===== src/rtl/gpio_ctl_pkg.sv =====
package gpio_ctl_pkg;
    localparam int PW  = 4;
    localparam int OPW = 3;
    localparam int PNW = 3;

    typedef enum logic [OPW-1:0] {
        CMD_NONE  = 3'd0,
        CMD_READ  = 3'd1,
        CMD_WRITE = 3'd2,
        CMD_SET   = 3'd3,
        CMD_CLR   = 3'd4,
        CMD_TALL1 = 3'd5,
        CMD_TALL0 = 3'd6,
        CMD_DIR   = 3'd7
    } cmd_e;

    localparam logic [PNW-1:0] PORT_IN   = 3'd0;
    localparam logic [PNW-1:0] PORT_AUTO = 3'd1;
    localparam logic [PNW-1:0] PORT_PIN  = 3'd2;
    localparam logic [PNW-1:0] PORT_PP   = 3'd3;
    localparam logic [PNW-1:0] PORT_OD   = 3'd4;

    typedef struct packed {
        logic [PW-1:0] auto_lat;
        logic          auto_drv;
        logic [PW-1:0] pin_lat;
        logic [PW-1:0] pin_dir;
        logic [PW-1:0] pp_lat;
        logic [PW-1:0] od_lat;
        logic [PW-1:0] rsp_data;
        logic          rsp_skip;
    } ctl_state_t;
endpackage


===== src/rtl/gpio_read_mux.sv =====
module gpio_read_mux
    import gpio_ctl_pkg::*;
(
    input  logic [PNW-1:0] port_sel,
    input  logic [PW-1:0]  in_pins,
    input  logic [PW-1:0]  auto_pins,
    input  logic [PW-1:0]  pin_pins,
    input  logic [PW-1:0]  pin_lat,
    input  logic [PW-1:0]  pin_dir,
    input  logic [PW-1:0]  pp_lat,
    input  logic [PW-1:0]  od_lat,
    output logic [PW-1:0]  value
);
    always_comb begin
        case (port_sel)
            PORT_IN:   value = in_pins;
            PORT_AUTO: value = auto_pins;
            PORT_PIN:  value = (pin_pins & ~pin_dir) | (pin_lat & pin_dir);
            PORT_PP:   value = pp_lat;
            PORT_OD:   value = od_lat;
            default:   value = '0;
        endcase
    end
endmodule


===== src/rtl/gpio_mask_test.sv =====
module gpio_mask_test
    import gpio_ctl_pkg::*;
(
    input  logic [PW-1:0] value,
    input  logic [PW-1:0] mask,
    output logic          all_ones,
    output logic          all_zeros
);
    assign all_ones  = &(value | ~mask);
    assign all_zeros = ~|(value & mask);
endmodule


===== src/rtl/gpio_pin_drive.sv =====
module gpio_pin_drive
    import gpio_ctl_pkg::*;
(
    input  logic          rst_n,
    input  logic          backup,
    input  ctl_state_t    st,
    output logic [PW-1:0] auto_out,
    output logic [PW-1:0] auto_oe,
    output logic [PW-1:0] pin_out,
    output logic [PW-1:0] pin_oe,
    output logic [PW-1:0] pp_out,
    output logic [PW-1:0] pp_oe,
    output logic [PW-1:0] od_pull_low
);
    logic live;
    assign live = rst_n & ~backup;

    assign auto_out = st.auto_lat;
    assign pin_out  = st.pin_lat;

    for (genvar i = 0; i < PW; i++) begin : g_bit
        assign auto_oe[i]     = live & st.auto_drv;
        assign pin_oe[i]      = live & st.pin_dir[i];
        assign pp_out[i]      = live & st.pp_lat[i];
        assign pp_oe[i]       = ~backup;
        assign od_pull_low[i] = live & ~st.od_lat[i];
    end
endmodule


===== src/rtl/gpio_port_ctl.sv =====
module gpio_port_ctl
    import gpio_ctl_pkg::*;
(
    input  logic           clk,
    input  logic           rst_n,
    input  logic           backup,
    input  logic [OPW-1:0] cmd_op,
    input  logic [PNW-1:0] cmd_port,
    input  logic [PW-1:0]  cmd_arg,
    input  logic [PW-1:0]  in_pins,
    input  logic [PW-1:0]  auto_pins_in,
    input  logic [PW-1:0]  pin_pins_in,
    output logic [PW-1:0]  rsp_data,
    output logic           rsp_skip,
    output logic [PW-1:0]  auto_out,
    output logic [PW-1:0]  auto_oe,
    output logic [PW-1:0]  pin_out,
    output logic [PW-1:0]  pin_oe,
    output logic [PW-1:0]  pp_out,
    output logic [PW-1:0]  pp_oe,
    output logic [PW-1:0]  od_pull_low
);
    localparam ctl_state_t RST_ST = '{
        auto_lat: '0, auto_drv: 1'b0, pin_lat: '0, pin_dir: '0,
        pp_lat: '0, od_lat: '1, rsp_data: '0, rsp_skip: 1'b0
    };

    ctl_state_t    st_q, st_d;
    cmd_e          op;
    logic [PW-1:0] rd_val;
    logic          t_ones, t_zeros;
    logic          is_wr, is_rd;

    assign op    = cmd_e'(cmd_op);
    assign is_wr = (op == CMD_WRITE) || (op == CMD_SET) || (op == CMD_CLR);
    assign is_rd = (op == CMD_READ) || (op == CMD_TALL1) || (op == CMD_TALL0);

    gpio_read_mux u_rmux (
        .port_sel  (cmd_port),
        .in_pins   (in_pins),
        .auto_pins (auto_pins_in),
        .pin_pins  (pin_pins_in),
        .pin_lat   (st_q.pin_lat),
        .pin_dir   (st_q.pin_dir),
        .pp_lat    (st_q.pp_lat),
        .od_lat    (st_q.od_lat),
        .value     (rd_val)
    );

    gpio_mask_test u_test (
        .value     (rd_val),
        .mask      (cmd_arg),
        .all_ones  (t_ones),
        .all_zeros (t_zeros)
    );

    function automatic logic [PW-1:0] upd(input cmd_e o, input logic [PW-1:0] cur,
                                          input logic [PW-1:0] arg);
        case (o)
            CMD_WRITE: return arg;
            CMD_SET:   return cur | arg;
            CMD_CLR:   return cur & ~arg;
            default:   return cur;
        endcase
    endfunction

    always_comb begin
        st_d          = st_q;
        st_d.rsp_data = '0;
        st_d.rsp_skip = 1'b0;
        if (backup) begin
            st_d.auto_drv = 1'b0;
        end else begin
            case (op)
                CMD_READ:  st_d.rsp_data = rd_val;
                CMD_TALL1: st_d.rsp_skip = t_ones;
                CMD_TALL0: st_d.rsp_skip = t_zeros;
                CMD_DIR:   st_d.pin_dir  = cmd_arg;
                default: ;
            endcase
            if (is_wr) begin
                case (cmd_port)
                    PORT_AUTO: begin
                        st_d.auto_lat = upd(op, st_q.auto_lat, cmd_arg);
                        st_d.auto_drv = 1'b1;
                    end
                    PORT_PIN: st_d.pin_lat = upd(op, st_q.pin_lat, cmd_arg);
                    PORT_PP:  st_d.pp_lat  = upd(op, st_q.pp_lat, cmd_arg);
                    PORT_OD:  st_d.od_lat  = upd(op, st_q.od_lat, cmd_arg);
                    default: ;
                endcase
            end
            if (is_rd && cmd_port == PORT_AUTO) begin
                st_d.auto_drv = 1'b0;
            end
        end
    end

    always_ff @(posedge clk) begin
        if (!rst_n) st_q <= RST_ST;
        else        st_q <= st_d;
    end

    assign rsp_data = st_q.rsp_data;
    assign rsp_skip = st_q.rsp_skip;

    gpio_pin_drive u_drive (
        .rst_n       (rst_n),
        .backup      (backup),
        .st          (st_q),
        .auto_out    (auto_out),
        .auto_oe     (auto_oe),
        .pin_out     (pin_out),
        .pin_oe      (pin_oe),
        .pp_out      (pp_out),
        .pp_oe       (pp_oe),
        .od_pull_low (od_pull_low)
    );
endmodule


===== config.mk =====
export PLATFORM = sky130hd
export DESIGN_NAME = gpio_port_ctl
export DESIGN_NICKNAME = d
export VERILOG_FILES = /design/src/rtl/gpio_ctl_pkg.sv /design/src/rtl/gpio_read_mux.sv /design/src/rtl/gpio_mask_test.sv /design/src/rtl/gpio_pin_drive.sv /design/src/rtl/gpio_port_ctl.sv
export SDC_FILE = /design/constraint.sdc
export NUM_CORES = 1
export LEC_CHECK = 0
export ABC_AREA = 1
export BUFFER_PORTS_ARGS = -buffer_cell sky130_fd_sc_hd__buf_2
export CAP_MARGIN = 15
export CORE_ASPECT_RATIO = 2
export CORE_MARGIN = 5
export CORE_UTILIZATION = 35
export CTS_CLUSTER_SIZE = 28
export DETAILED_ROUTE_END_ITERATION = 8
export SLEW_MARGIN = 20
export SYNTH_ARGS = -nofsm -noshare
export SYNTH_HDL_FRONTEND = slang
export SYNTH_HIERARCHICAL = 1
export SYNTH_SLANG_ARGS = --single-unit

===== constraint.sdc =====
create_clock -name clk -period 2.17 [get_ports clk]
set_input_delay 0.3255 -clock clk [delete_from_list [all_inputs] [get_ports clk]]
set_output_delay 0.3255 -clock clk [all_outputs]
set_load 0.05 [all_outputs]

* Yosys cells after proc, flatten, opt, wreduce, memory -nomap -nowiden
Index checks and enable logic that the tools add are counted.
Word-level totals: register bits 26, input port bits 25, output and inout bits 33, logic and storage cells 80
Cells by class: equal/unequal tests 11, mux-type cells 6, bitwise logic cells 36, reduce and logical (&&, ||, !) cells 19
Operator list (count):
- 4-bit one-hot mux with 3 select lines | 4
- 4-bit AND | 7
- 4-bit OR | 6
- 4-bit one-hot mux with 5 select lines | 1
- 4-bit AND reduction | 5
- 3-bit == test (second input constant) | 5
- 1-bit AND | 14
- 3-bit by 2-bit == test with 1-bit output (second input constant) | 4
- 4-bit NOT | 2
- 1-bit NOT | 7
- 3-bit by 1-bit == test with 1-bit output (second input constant) | 2
- 3-bit OR reduction | 2
- 1-bit logical OR | 4
- 2-bit AND reduction | 2
- 4-bit OR reduction | 1
- 3-bit logical NOT | 1
- 3-bit nonzero test | 1
- 1-bit one-hot mux with 2 select lines | 1
- 2-bit OR reduction | 1
- 1-bit logical AND | 1
- 1-bit logical NOT | 1

* Depth between registers and ports, before layout
Gate-level depths: netlist of the first run.
depth after elaboration 8, depth in mapped cells 13, mapped depth without buffers 13

* Modules after synthesis
Netlist of the first run, hierarchy kept.
By module, submodules not included:
- gpio_port_ctl | times used 1, cells each 221, area each 1514.0 um2
- gpio_read_mux | times used 1, cells each 69, area each 304.0 um2
- gpio_pin_drive | times used 1, cells each 39, area each 244.0 um2
- gpio_mask_test | times used 1, cells each 18, area each 67.6 um2

* Worst setup path before layout of the first run
Ideal clock, no wire load.
kind input port to output port, from input backup, to output auto_oe[1], arrival time 1.584 ns, data required time 1.845 ns, path slack 0.260 ns, cell stages on the path 5, buffers on the path 2, path through inv_2 > nand2_4 > buf_6 > nor2_2 > buf_4
On the way: cells in the longest elaborated chain, start to end 3
RTL lines:
- start: declaration | RTL line gpio_port_ctl.sv:6 | input logic backup,
- 1-bit NOT (no source line)
- 1-bit AND | RTL line gpio_pin_drive.sv:16 | assign live = rst_n & ~backup;
- 1-bit AND
- end: declaration | RTL line gpio_port_ctl.sv:16 | output logic [PW-1:0] auto_oe,
No other way between the ends.

* Final worst setup path of the first run
from input backup, to output auto_oe[3]
On the way: cells in the longest elaborated chain, start to end 3
RTL lines:
- 1-bit NOT (no source line)
- 1-bit AND | RTL line gpio_pin_drive.sv:16
- 1-bit AND | RTL line gpio_pin_drive.sv:22 | assign auto_oe[i] = live & st.auto_drv;
No other way between the ends.

==> flow_summary.yaml, run 1 <==
pwr:
  leakage_uw: 0.00126
  pwr-share-clk_pct: 41.9
  irDropWorstVdd_v: 0.000276
  seq_power_share_pct: 37.7
  p_switching_uw: 389
  p_int_uw: 929
  swShare_pct: 29.5
  power_density_mw_per_mm2: 548
  pwr-share-comb_pct: 20.5
final_layout:
  final_util_pct: 40.4
  layout_common_cells: "nand2_1, buf_2, inv_1, nor2_1, nand3_1"
  mostFrequentLayoutCell: "nand2_1"
  n_fill_cell: 656
  multi_input_area_sq_mm: 0.00118
  ff_latch_area_sq_um: 520
  drive_gt1_share_pct: 25.1
  nets: 409
  n_antenna_cell: 0
  stdcell_count: 446
  area_delta_synth_final_pct: 13.0
sta:
  rsz0062_at_grt: "no"
  fin_tns_setup_ns: 0
  hold_viol: 0
  min_period_ns: 1.51
  relSlewSlack_pct: 69.6
  tightest_slew_ns: 0.456
  worst_slack_ns: 0.664
  fin_crit_sh_pct: 69.4
  skew_ns: 0.00446
  fmax_mhz: 664
  maxSlewViolCount: 0
  setup_viol: 0
detailed_routing:
  drc: 0
  detail_route.wl_per_cell_um: 14.0
  drt_wl_total_um: 6230
  ant_nets: 0
  vias: 2190
  via_per_inst: 4.91
  drtIter0Drc: 109
  dr.pass1.iters: 4
floorplanning:
  placementRows: 40
  die_area_sq_mm: 0.00784
  core_sq_mm: 0.00596
  die_h_um: 120
  die_x_um: 65.2
  io_pins: 58
  initial_core_util_pct: 35.8
cts:
  post_cts_buffers: 0
  htree_levels: 1
  cts_tree: "yes"
  cts_hold_buffers: 0
  insertion_delay_ns: 0.27
  clk_pin_slew_ns: 0.07
  root_buffer: "clkbuf_16"
  cts_resized: 0
  clock-sinks: 26
  numCtsBuffers: 3
  ctsLongestPathBuffers: 2
global_route:
  first_global_vias: 2130
  gr-total-overflow: 0
  grt_pass1_wl_um: 9970
  grt_usage_pct: 16.3
  grt_max_degree: 23
  grt_antenna_before_repair: 0
logic_synthesis:
  syn_nets: 372
  yosysWarnings: 6
  synth_cell_types: 24
  ys_ff_latch: 26
  syn_area_sq_mm: 0.00213
  syn_inst: 347
  synth.avg_cell_area_sq_um: 6.14
  ys_seq_area_share_pct: 24.4
critical_path:
  timing.reg2reg.setup_slack_ns: 0.79
  critPathCaptureType: "output pin"
  crit_start: "backup"
  critPathRequiredTime_ns: 1.84
  r2r_start: "st_q[18]"
  start_kind: "input pin"
  critPathKind: "input pin to output pin"
  worstPathMaxFanout: 13
  cp_slowest_stage_delay_ns: 0.28
  cp_cell_sequence: "buf_2 > inv_2 > nand2_4 > nor2_2 > buf_2"
  cpMostUsedCell: "buf_2"
  cp_num_buf_inv: 3
  critPathArrivalTime_ns: 1.18
  slowest_stage: "buf_2"
  critical-path-top-delay-family: "buffers and inverters"
run:
  maxCapViolCount: 0
status:
  run_status: "complete, no violations"
placed_design:
  post-place-cells: 442
  place_ws_ns: 0.540
  hpwlAfterDp_um: 4880
  io_buffers: 57
  place.gp.congestion: 0.900
min_path:
  min-delay-start: "cmd_op[1]"
  hp-class: "input pin to flip-flop"
==> Yosys cell counts, drive strengths merged <==
master   n  area [sq um]
nand2   83           350
inv     60           225
nor2    57           269
nand3   39           238
dfxtp   26           521
buf     25           200
nand4   24           150
o21ai   18          90.1
a21oi    7          35.0
nor3     4          31.3
clkbuf   2          7.51
or2      2          12.5
==> through the flow <==
stage	power, uW	hold slack, ns	instance area, sq um
6_report	1320	0.431	2410
5_1_grt	1370	0.449	2410
4_1_cts	1330	0.421	2410
3_5_place_dp	777	0.525	2300
3_3_place_gp	776	0.511	2300
2_1_floorplan	701	0.482	2130
==> routing by layer <==
layer	track usage (%)	vias up	wire, um
met3	1.67	17	275
met1	15.9	957	2300
met4	9.48	0	294
met5	0	-	0
met2	31.8	64	3360
li1	-	1152	-
==> worst min-delay path, delay by kind of cell <==
family,cells,cell delay [ns]
AOI/OAI and AO/OA,1,0.06
buffers and inverters,1,0.16
and+or+nand+nor,1,0.10
==> flip-flops by register name, indices dropped and copies added (netlist names) <==
| name | count |
|---|---|
| rsp_data | 4 |
| st_q | 21 |
| rsp_skip | 1 |
==> worst paths after layout <==
check	cells after the start	end
worst max-delay path	5	auto_oe[3]
worst min-delay path	3	rsp_skip
worst max register to register	12	rsp_skip
worst min register to register	2	st_q[21]
==> power by group through the flow <==
| stage | Sequential [uW] | Clock (uW) | Combinational, uW |
|---|---|---|---|
| finish | 496 | 552 | 270 |
| CTS | 496 | 562 | 271 |
| global route | 498 | 580 | 298 |
| detailed placement | 507 | 0 | 270 |
| floorplan | 505 | 0 | 195 |
| global placement | 507 | 0 | 268 |
==> logic make-up after synthesis <==
group	synth area share, %
DFF	24.4
buffers and inverters	20.3
and+or+nand+nor	49.4
AOI/OAI and AO/OA	5.88
==> cell type report <==
| type | instances | share of cell area [%] |
|---|---|---|
| clock buffers | 3 | 3.12 |
| clock inverters | 1 | 1.25 |
| inverters | 60 | 9.36 |
| multi-input cells | 234 | 48.9 |
| flip-flops and latches | 26 | 21.6 |
| well taps | 63 | 3.28 |
| repair buffers | 59 | 12.5 |
(Power assumes the default switching activity.)
==> run 2: changes to the inputs <==
--- a/config.mk
+++ b/config.mk
@@ -5,7 +5,7 @@
 export SDC_FILE = /design/constraint.sdc
 export NUM_CORES = 1
 export LEC_CHECK = 0
-export ABC_AREA = 1
+export ABC_AREA = 0
 export BUFFER_PORTS_ARGS = -buffer_cell sky130_fd_sc_hd__buf_2
 export CAP_MARGIN = 15
 export CORE_ASPECT_RATIO = 2
==> constraint.sdc (replaced) <==
create_clock -name clk -period 1.2 [get_ports clk]
set_input_delay 0.18 -clock clk [delete_from_list [all_inputs] [get_ports clk]]
set_output_delay 0.18 -clock clk [all_outputs]
set_load 0.05 [all_outputs]
==> flow_summary.yaml, run 2 <==
sta:
  hold_viol: 0
  min_period_ns: 1.85
  fin_crit_sh_pct: 154
  worst_slack_ns: -0.652
  fmax_mhz: 540
  maxSlewViolCount: 0
  rsz0062_at_grt: "yes"
  setup_viol: 31
  tightest_slew_ns: 0.401
  skew_ns: 0.00495
  relSlewSlack_pct: 73.0
placed_design:
  hpwlAfterDp_um: 5170
  io_buffers: 57
  place.gp.congestion: 0.888
  place_ws_ns: -0.712
logic_synthesis:
  yosys-top-cells-area: "dfxtp_1, mux2i_1, buf_4"
  yosys.area.top_type: "dfxtp_1"
  synth.avg_cell_area_sq_um: 9.20
  synth_top_cell_area_share_pct: 28.0
  syn_area_sq_mm: 0.00186
  synth_ff_type: "dfxtp_1"
  syn_inst: 202
  async_flop_share_pct: 0
  synthTopCellsByCount: "dfxtp_1, buf_4, mux2i_1"
  ys_ff_latch: 26
  ys_seq_area_share_pct: 28.0
  yosysWarnings: 6
  syn_nets: 227
  synth_cell_types: 57
  synth_edf_count: 0
  yosysMostFrequentCell: "dfxtp_1"
critical_path:
  worstPathMaxFanout: 2
  critPathArrivalTime_ns: 2.05
  critPathKind: "flip-flop to flip-flop"
  start_kind: "flip-flop"
  cp_num_buf_inv: 1
  cp.depth: 8
  cp_cell_sequence: "mux2i_2 > a2bb2oi_1 > o21ai_1 > buf_4 > a22o_4 > a221oi_4 > a31oi_1 > nor4_1"
  rr_worst_depth: 8
  critical-path-top-delay-family: "compound AO/OA/AOI/OAI gates"
  slowest_stage: "dfxtp_2"
  cp_slowest_stage_delay_ns: 0.35
  critPathRequiredTime_ns: 1.40
  critPathCaptureType: "flip-flop"
floorplanning:
  placementRows: 37
  die_h_um: 113
  core_sq_mm: 0.00514
  die_x_um: 61.5
  die_area_sq_mm: 0.00695
  io_pins: 58
  initial_core_util_pct: 36.2
pwr:
  power_density_mw_per_mm2: 673
  irDropWorstVdd_v: 0.000562
  p_switching_uw: 664
  seq_power_share_pct: 41.0
  pwr-share-clk_pct: 27.7
  swShare_pct: 30.9
  pwr-share-comb_pct: 31.3
  p_int_uw: 1480
  leakage_uw: 0.00142
status:
  violations: "setup timing"
  run_status: "finished with violations"
final_layout:
  n_antenna_cell: 0
  area_delta_synth_final_pct: 71.8
  layout_common_cells: "buf_4, buf_2, buf_6, dfxtp_1, dfxtp_2"
  drive_gt1_share_pct: 69.0
  n_fill_cell: 425
  nets: 342
  largest_register_ffs: 21
  top_register: "st_q"
  mostFrequentLayoutCell: "buf_4"
  final_util_pct: 62.1
cts:
  ctsLongestPathBuffers: 2
  cts_hold_buffers: 0
  insertion_delay_ns: 0.28
  clock-sinks: 26
  root_buffer: "clkbuf_8"
  cts_tree: "yes"
  clk_pin_slew_ns: 0.10
  htree_levels: 1
  numCtsBuffers: 3
detailed_routing:
  dr.pass1.iters: 5
  drt_wl_total_um: 6990
  via_per_inst: 5.54
  ant_nets: 0
  drc: 0
  drtIter0Drc: 71
  detail_route.wl_per_cell_um: 18.7
  vias: 2072
global_route:
  grt_pass1_wl_um: 10500
  grt_usage_pct: 20.1
  grt_antenna_before_repair: 0
  grt_max_degree: 20
  first_global_vias: 2084
  gr-total-overflow: 0
run:
  maxCapViolCount: 0
min_path:
  hp-class: "input pin to flip-flop"
  min_delay_path_depth: 2
run 2: per-stage QoR:
step | total power (uW) | hold slack, ns | std cells | setup TNS, ns | instance area [sq um]
after global routing | 2220 | 0.308 | 374 | -4.86 | 3190
after detailed placement | 1450 | 0.503 | 351 | -8.80 | 2540
after CTS | 2090 | 0.286 | 365 | -2.86 | 2940
after global placement | 1440 | 0.503 | 351 | -8.82 | 2540
after floorplan | 1200 | 0.310 | 202 | -2.72 | 1890
final | 2150 | 0.296 | 374 | -3.39 | 3190
run 2: final cells by class:
class	instances	area, sq um	area share (%)
timing repair buffer	143	1200	37.6
sequential	26	537	16.8
multi-input combinational	138	1310	41.0
clock buffer	4	55.1	1.72
inverter	5	18.8	0.588
tap	58	72.6	2.27
run 2: final timing paths:
path	start	endpoint	slack (ns)
max reg2reg	st_q[14]	rsp_skip	-0.65
min	rst_n	st_q[11]	0.30
max	st_q[14]	rsp_skip	-0.65
min reg2reg	st_q[25]	st_q[25]	0.53
run 2: power by group through the flow:
stage          logic, uW  clock network [uW]  registers, uW
2_1_floorplan        304                   0            900
3_3_place_gp         545                   0            898
3_5_place_dp         547                   0            898
4_1_cts              608                 602            880
5_1_grt              712                 629            881
6_report             673                 594            880
run 2: worst register-to-register path: stages (launching register included):
cell and delay, ns:
dfxtp_2 0.35, mux2i_2 0.28, a2bb2oi_1 0.18, o21ai_1 0.12, buf_4 0.16, a22o_4 0.22
a221oi_4 0.19, a31oi_1 0.12, nor4_1 0.15
run 2: kinds of logic (layout without fill, tap and decap cells):
logic type      after synthesis  after routing  share of synthesized area [%]
buf+inv                      38            152                           13.1
compound gates               56             56                           24.4
flops                        26             26                           28.0
simple gates                 65             65                           25.1
mux                          17             17                           9.36
run 2: layer usage:
layer	GRT usage, %	wire, um	vias to the layer above
met2	34.2	3710	81
met3	2.63	321	33
met1	21.3	2480	983
met4	14.2	479	0
li1	-	-	975
met5	0	0	-
run 2: repair_timing:
item                       in CTS  in global routing
setup buffers                  10                 13
cloned                          1                  0
resized for setup              85                 40
pin swaps                      23                 13
setup endpoints to repair      33                 38
